## config.mk

```make
export PLATFORM = sky130hd
export DESIGN_NAME = xbus_cfg
export DESIGN_NICKNAME = d
export VERILOG_FILES = /design/src/rtl/xbus_pkg.sv /design/src/rtl/xbus_mode_latch.sv /design/src/rtl/xbus_cfg_regs.sv /design/src/rtl/xbus_pin_enable.sv /design/src/rtl/xbus_cfg.sv
export SDC_FILE = /design/constraint.sdc
export NUM_CORES = 1
export LEC_CHECK = 0
export ABC_AREA = 0
export BUFFER_PORTS_ARGS = -buffer_cell sky130_fd_sc_hd__buf_2
export CAP_MARGIN = 5
export CORE_MARGIN = 4
export CORE_UTILIZATION = 40
export DETAILED_ROUTE_END_ITERATION = 8
export GPL_ROUTABILITY_DRIVEN = 0
export GPL_TIMING_DRIVEN = 0
export HOLD_SLACK_MARGIN = 0.03
export PLACE_DENSITY = 0.64
export SLEW_MARGIN = 20
export SYNTH_ARGS = -nofsm -noshare
export SYNTH_HDL_FRONTEND = slang
export SYNTH_SLANG_ARGS = --single-unit
```

## constraint.sdc

```tcl
create_clock -name clk -period 0.95 [get_ports clk]
set_input_delay 0.095 -clock clk [delete_from_list [all_inputs] [get_ports clk]]
set_output_delay 0.095 -clock clk [all_outputs]
set_load 0.01 [all_outputs]
```

## src/rtl/xbus_pkg.sv

```systemverilog
package xbus_pkg;

  typedef enum logic [2:0] {
    MODE1 = 3'd1,
    MODE2 = 3'd2,
    MODE3 = 3'd3,
    MODE4 = 3'd4,
    MODE5 = 3'd5,
    MODE6 = 3'd6
  } bus_mode_e;

  // Register selects on the write port
  localparam logic [2:0] SEL_AREA = 3'd0;
  localparam logic [2:0] SEL_REL  = 3'd1;
  localparam logic [2:0] SEL_DIR0 = 3'd2;

  typedef struct packed {
    logic wide24;     // 24 address lines
    logic start16;    // area register starts all 16-bit
    logic dir_gated;  // low pins wait for direction bits
  } mode_attr_t;

  function automatic bus_mode_e decode_mode(input logic [2:0] pins);
    case (pins)
      3'd1, 3'd2, 3'd3, 3'd4, 3'd5, 3'd6: decode_mode = bus_mode_e'(pins);
      default:                            decode_mode = MODE1;
    endcase
  endfunction

  function automatic mode_attr_t attr_of(input bus_mode_e m);
    mode_attr_t a;
    a.wide24    = (m == MODE3) || (m == MODE4) || (m == MODE6);
    a.start16   = (m == MODE2) || (m == MODE4);
    a.dir_gated = (m == MODE5) || (m == MODE6);
    return a;
  endfunction

endpackage

```

## src/rtl/xbus_mode_latch.sv

```systemverilog
module xbus_mode_latch
  import xbus_pkg::*;
(
  input  logic       clk,
  input  logic       rst,
  input  logic [2:0] mode_pins,
  output logic       start16_now,
  output logic       wide24_q,
  output logic       dir_gated_q
);

  mode_attr_t attr_now;

  assign attr_now    = attr_of(decode_mode(mode_pins));
  assign start16_now = attr_now.start16;

  // Capture keeps updating while reset is held; the last edge wins
  always_ff @(posedge clk) begin
    if (rst) begin
      wide24_q    <= attr_now.wide24;
      dir_gated_q <= attr_now.dir_gated;
    end
  end

endmodule

```

## src/rtl/xbus_cfg_regs.sv

```systemverilog
module xbus_cfg_regs
  import xbus_pkg::*;
#(
  parameter int DW        = 8,
  parameter int AREA_N    = 8,
  parameter int LOW_W     = 20,
  parameter int HI_N      = 3,
  parameter logic [DW-1:0] REL_INIT = 8'hFE
) (
  input  logic              clk,
  input  logic              rst,
  input  logic              start16_now,
  input  logic              wr_en,
  input  logic [2:0]        wr_addr,
  input  logic [DW-1:0]     wr_data,
  output logic [AREA_N-1:0] area_q,
  output logic [HI_N-1:0]   rel_hi_q,
  output logic [LOW_W-1:0]  dir_q
);

  localparam int DIR_LANES = (LOW_W + DW - 1) / DW;
  localparam int REL_LO    = DW - HI_N;

  always_ff @(posedge clk) begin
    if (rst)
      area_q <= start16_now ? '1 : '0;
    else if (wr_en && wr_addr == SEL_AREA)
      area_q <= wr_data[AREA_N-1:0];
  end

  // Only the gating bits of the release register are stored
  always_ff @(posedge clk) begin
    if (rst)
      rel_hi_q <= REL_INIT[DW-1:REL_LO];
    else if (wr_en && wr_addr == SEL_REL)
      rel_hi_q <= wr_data[DW-1:REL_LO];
  end

  for (genvar g = 0; g < DIR_LANES; g++) begin : g_lane
    localparam int LW = ((LOW_W - DW*g) > DW) ? DW : (LOW_W - DW*g);
    logic [LW-1:0] lane_q;
    always_ff @(posedge clk) begin
      if (rst)
        lane_q <= '0;
      else if (wr_en && wr_addr == 3'(SEL_DIR0 + 3'(g)))
        lane_q <= wr_data[LW-1:0];
    end
    assign dir_q[DW*g +: LW] = lane_q;
  end

endmodule

```

## src/rtl/xbus_pin_enable.sv

```systemverilog
module xbus_pin_enable #(
  parameter int ADDR_W = 24,
  parameter int LOW_W  = 20,
  parameter int AREA_N = 8,
  parameter int HI_N   = 3
) (
  input  logic              wide24,
  input  logic              dir_gated,
  input  logic [AREA_N-1:0] area_q,
  input  logic [HI_N-1:0]   rel_hi_q,
  input  logic [LOW_W-1:0]  dir_q,
  output logic [ADDR_W-1:0] oe_next,
  output logic              wide_next
);

  for (genvar i = 0; i < ADDR_W; i++) begin : g_pin
    if (i < LOW_W) begin : g_low
      assign oe_next[i] = dir_gated ? dir_q[i] : 1'b1;
    end else if (i == LOW_W) begin : g_fixed
      assign oe_next[i] = wide24;
    end else begin : g_gated
      assign oe_next[i] = wide24 & ~rel_hi_q[i-LOW_W-1];
    end
  end

  assign wide_next = |area_q;

endmodule

```

## src/rtl/xbus_cfg.sv

```systemverilog
module xbus_cfg
  import xbus_pkg::*;
#(
  parameter int DW     = 8,
  parameter int AREA_N = 8,
  parameter int ADDR_W = 24,
  parameter int LOW_W  = 20
) (
  input  logic              clk,
  input  logic              rst,
  input  logic [2:0]        mode_pins,
  input  logic              wr_en,
  input  logic [2:0]        wr_addr,
  input  logic [DW-1:0]     wr_data,
  output logic [ADDR_W-1:0] addr_oe,
  output logic              bus_wide,
  output logic              space_16m
);

  localparam int HI_N = ADDR_W - LOW_W - 1;

  logic              start16_now;
  logic              wide24_q;
  logic              dir_gated_q;
  logic [AREA_N-1:0] area_q;
  logic [HI_N-1:0]   rel_hi_q;
  logic [LOW_W-1:0]  dir_q;
  logic [ADDR_W-1:0] oe_next;
  logic              wide_next;

  xbus_mode_latch u_mode (
    .clk         (clk),
    .rst         (rst),
    .mode_pins   (mode_pins),
    .start16_now (start16_now),
    .wide24_q    (wide24_q),
    .dir_gated_q (dir_gated_q)
  );

  xbus_cfg_regs #(
    .DW(DW), .AREA_N(AREA_N), .LOW_W(LOW_W), .HI_N(HI_N)
  ) u_regs (
    .clk         (clk),
    .rst         (rst),
    .start16_now (start16_now),
    .wr_en       (wr_en),
    .wr_addr     (wr_addr),
    .wr_data     (wr_data),
    .area_q      (area_q),
    .rel_hi_q    (rel_hi_q),
    .dir_q       (dir_q)
  );

  xbus_pin_enable #(
    .ADDR_W(ADDR_W), .LOW_W(LOW_W), .AREA_N(AREA_N), .HI_N(HI_N)
  ) u_pins (
    .wide24    (wide24_q),
    .dir_gated (dir_gated_q),
    .area_q    (area_q),
    .rel_hi_q  (rel_hi_q),
    .dir_q     (dir_q),
    .oe_next   (oe_next),
    .wide_next (wide_next)
  );

  always_ff @(posedge clk) begin
    if (rst) begin
      addr_oe   <= '0;
      bus_wide  <= 1'b0;
      space_16m <= 1'b0;
    end else begin
      addr_oe   <= oe_next;
      bus_wide  <= wide_next;
      space_16m <= wide24_q;
    end
  end

endmodule

```

==> impl_results.md <==
* Final Hold Vio Count at 0
* Total CTS buffers at 9
* Crit path arrival time at 0.79 ns
* WP data required at 0.85 ns
* Antenna Nets Post-Route at 0
* Grt total ovfl at 0
* CP max-delay cell: dfxtp_2
* Crit path from: addr_oe[20]
* Total die area at 0.00651 mm^2
* Final setup viols at 0
* Commonest non-fill, non-tap cells in the layout: dfxtp_1 (47), buf_2 (44), nand2b_1 (29)
* FP Rows at 26
* Max VDD drop at about 1.0 mV
* Clock transition at path regs at roughly 0.060 ns
* #FFs+latches synth at just under 60
* Max-cap viol count at 0
* First-pass GRT wire length at roughly 7000 um
* Maximum buffer depth of the clock tree at 2
* Root Buffer: clkbuf_8
* Crit-path leading delay family: flip-flops
* Pin count of the biggest net entering global routing at 11
* Critical R2R Launch: u_regs.area_q[2]
* Buffer count from post-CTS setup fixing at 0
* Cells along the critical path: buf_2
* Worst slew margin at slightly below 70%
* CTS tree: yes
* Global-route usage over all layers at 15.0%
* Starting Density at 41.4%
* Detailed router's first-iteration violation count at between 80 and 90
* Critical Path Sink Type: primary output
* Worst hold start: wr_data[7]
* Die Y at slightly above 80 um
* Hpwl dp at approximately 2900 um
* Layout area overhead at 24.7%
* H-tree levels at 3
* Std-Cell Core Area at roughly 0.005 mm^2
* RSZ-0062 raised after global routing: true
* Crit-path max cell delay at about 0.34 ns
* Final Cycle Share at a little over 90%
* Commonest non-fill, non-tap cell in the layout: dfxtp_1
* Yosys top cell by area: dfxtp_1
* Number of global-route vias before repair at roughly 1,400
* Synthesized area per cell at 10.8 um^2
* Least-Margin Pin Slew at about 0.47 ns
* Power Total at between 5 and 6 mW
* Ports at 43
* Final nets at 265
* Hold crit path type: input port to register
* Final worst slack at between 0.06 and 0.07 ns
* # hold bufs at CTS at 0
* Via count at approximately 1,400
* Synth area leaders: dfxtp_1 (45%), edfxtp_1 (14%), mux2i_1 (11%)
* N_diodes at 0
* Synthesized net count at around 210
* Die width at between 80 and 90 um
* Drt pass-1 iters at 4
* Top-area cell type share of the netlist area at a little under half
* Max Fanout on Critical Path at 2
* Critical path type: register to primary output
* CP startpoint kind: register
* Total wire length at between 4000 and 5000 um
* Pwr per Cell Area at around 2100 mW/mm^2
* Drt wl/cell at around 13 um
* Worst skew pair latency at 0.32 ns
* Final Max Slew Viols at 0
* Share of cells above drive strength 1 at between 20% and 30%
* Vias/cell at ~4.3
* Antenna violations before repair at 0
* Fmax achieved at ~1100 MHz
* Cells after Synth at just under 200
* Worst Skew at about 0.0058 ns
* Outcome: completed
* CP bufs+invs at 1
* Leakage at ~1.2 nW
* Mapped cell area at roughly 0.0021 mm^2
* Synthesis warning total at 0
* Synth cell types at 22
* Dpl ws at -0.373 ns
* DRC Markers at 0
* Final critical-path required period at ~0.89 ns
* Num Clock Sinks at 58
* Register area share after synthesis at roughly three fifths
* PortBufs at 42
[cell families (layout without fill, tap and decap cells)]
family	after synthesis	in the layout	share of synthesized area [%]
multiplexers	23	23	10.9
AND/OR/NAND/NOR	49	49	14.5
AO/OA/AOI/OAI	30	30	7.10
buffers and inverters	34	91	7.04
XOR/XNOR	2	2	0.829
flip-flops	58	58	59.6
[registers in the layout (all words and copies together), names as in the netlist]
name and cells:
u_mode.dir_gated_q 1, u_regs.g_lane.lane_q 20, u_mode.wide24_q 1, addr_oe 24, bus_wide 1, u_regs.rel_hi_q 3
u_regs.area_q 8
[synthesized netlist by cell type, drive strengths merged]
library cell	number
buf	6
inv	22
nand3b	1
or2	1
clkbuf	6
nand4bb	2
nor2	10
nand4b	1
nand2b	30
and4bb	1
nor4b	1
a21oi	21
nor4	2
xnor2	2
edfxtp	10
dfxtp	48
o21ai	9
mux2i	23
[tightest hold or removal path, stage by stage]
cell and delay, ns:
buf_2 0.09, nor2_1 0.04, mux2i_1 0.11
[final timing paths]
kind / endpoint / slack (ns) / cells after the start
setup reg to reg: bus_wide / 0.09 / 2
hold reg to reg: addr_oe[22] / 0.42 / 1
hold / removal: u_regs.rel_hi_q[2] / 0.05 / 3
setup / recovery: space_16m / 0.06 / 1
[power breakdown]
part           leakage (nW)  internal, mW  switching [mW]  total, mW
Sequential            0.492          2.65          0.0416       2.69
Clock                 0.108          1.43           0.925       2.36
Combinational         0.582         0.187           0.244      0.431
Total                  1.18          4.27            1.21       5.48
[per-stage QoR]
stage | hold WS (ns) | setup TNS, ns | cells | util (%) | instance area (um^2)
after CTS | 0.0370 | 0 | 323 | 51.5 | 2630
after global routing | 0.0501 | -0.000885 | 323 | 51.6 | 2640
after floorplan | 0.207 | 0 | 196 | - | 2110
final | 0.0493 | 0 | 323 | 51.6 | 2640
after global placement | 0.374 | -4.76 | 308 | 47.2 | 2410
after detailed placement | 0.381 | -6.13 | 308 | 47.2 | 2410
[area by class of cell]
class                      count  area, um^2
tap                           70        87.6
timing repair buffer          42         216
clock inverter                 4        47.5
multi-input combinational    104         711
clock buffer                  12         166
buffer                        11        62.6
sequential                    58        1260
inverter                      22        82.6
fill                         503        2470
[timing repair]
item                                    in CTS  in global routing
resized for setup                            4                  3
endpoints found under the setup margin      12                 11
pin swaps                                    0                  2
[routing by layer]
metal | up-vias | global-route usage, % | wire [um]
met3 | 7 | 3.59 | 149
li1 | 743 | - | -
met4 | 0 | 9.63 | 98
met2 | 26 | 22.2 | 1880
met5 | - | 0 | 0
met1 | 625 | 19.6 | 2020
No activity file was read; power rests on OpenSTA's default activity.
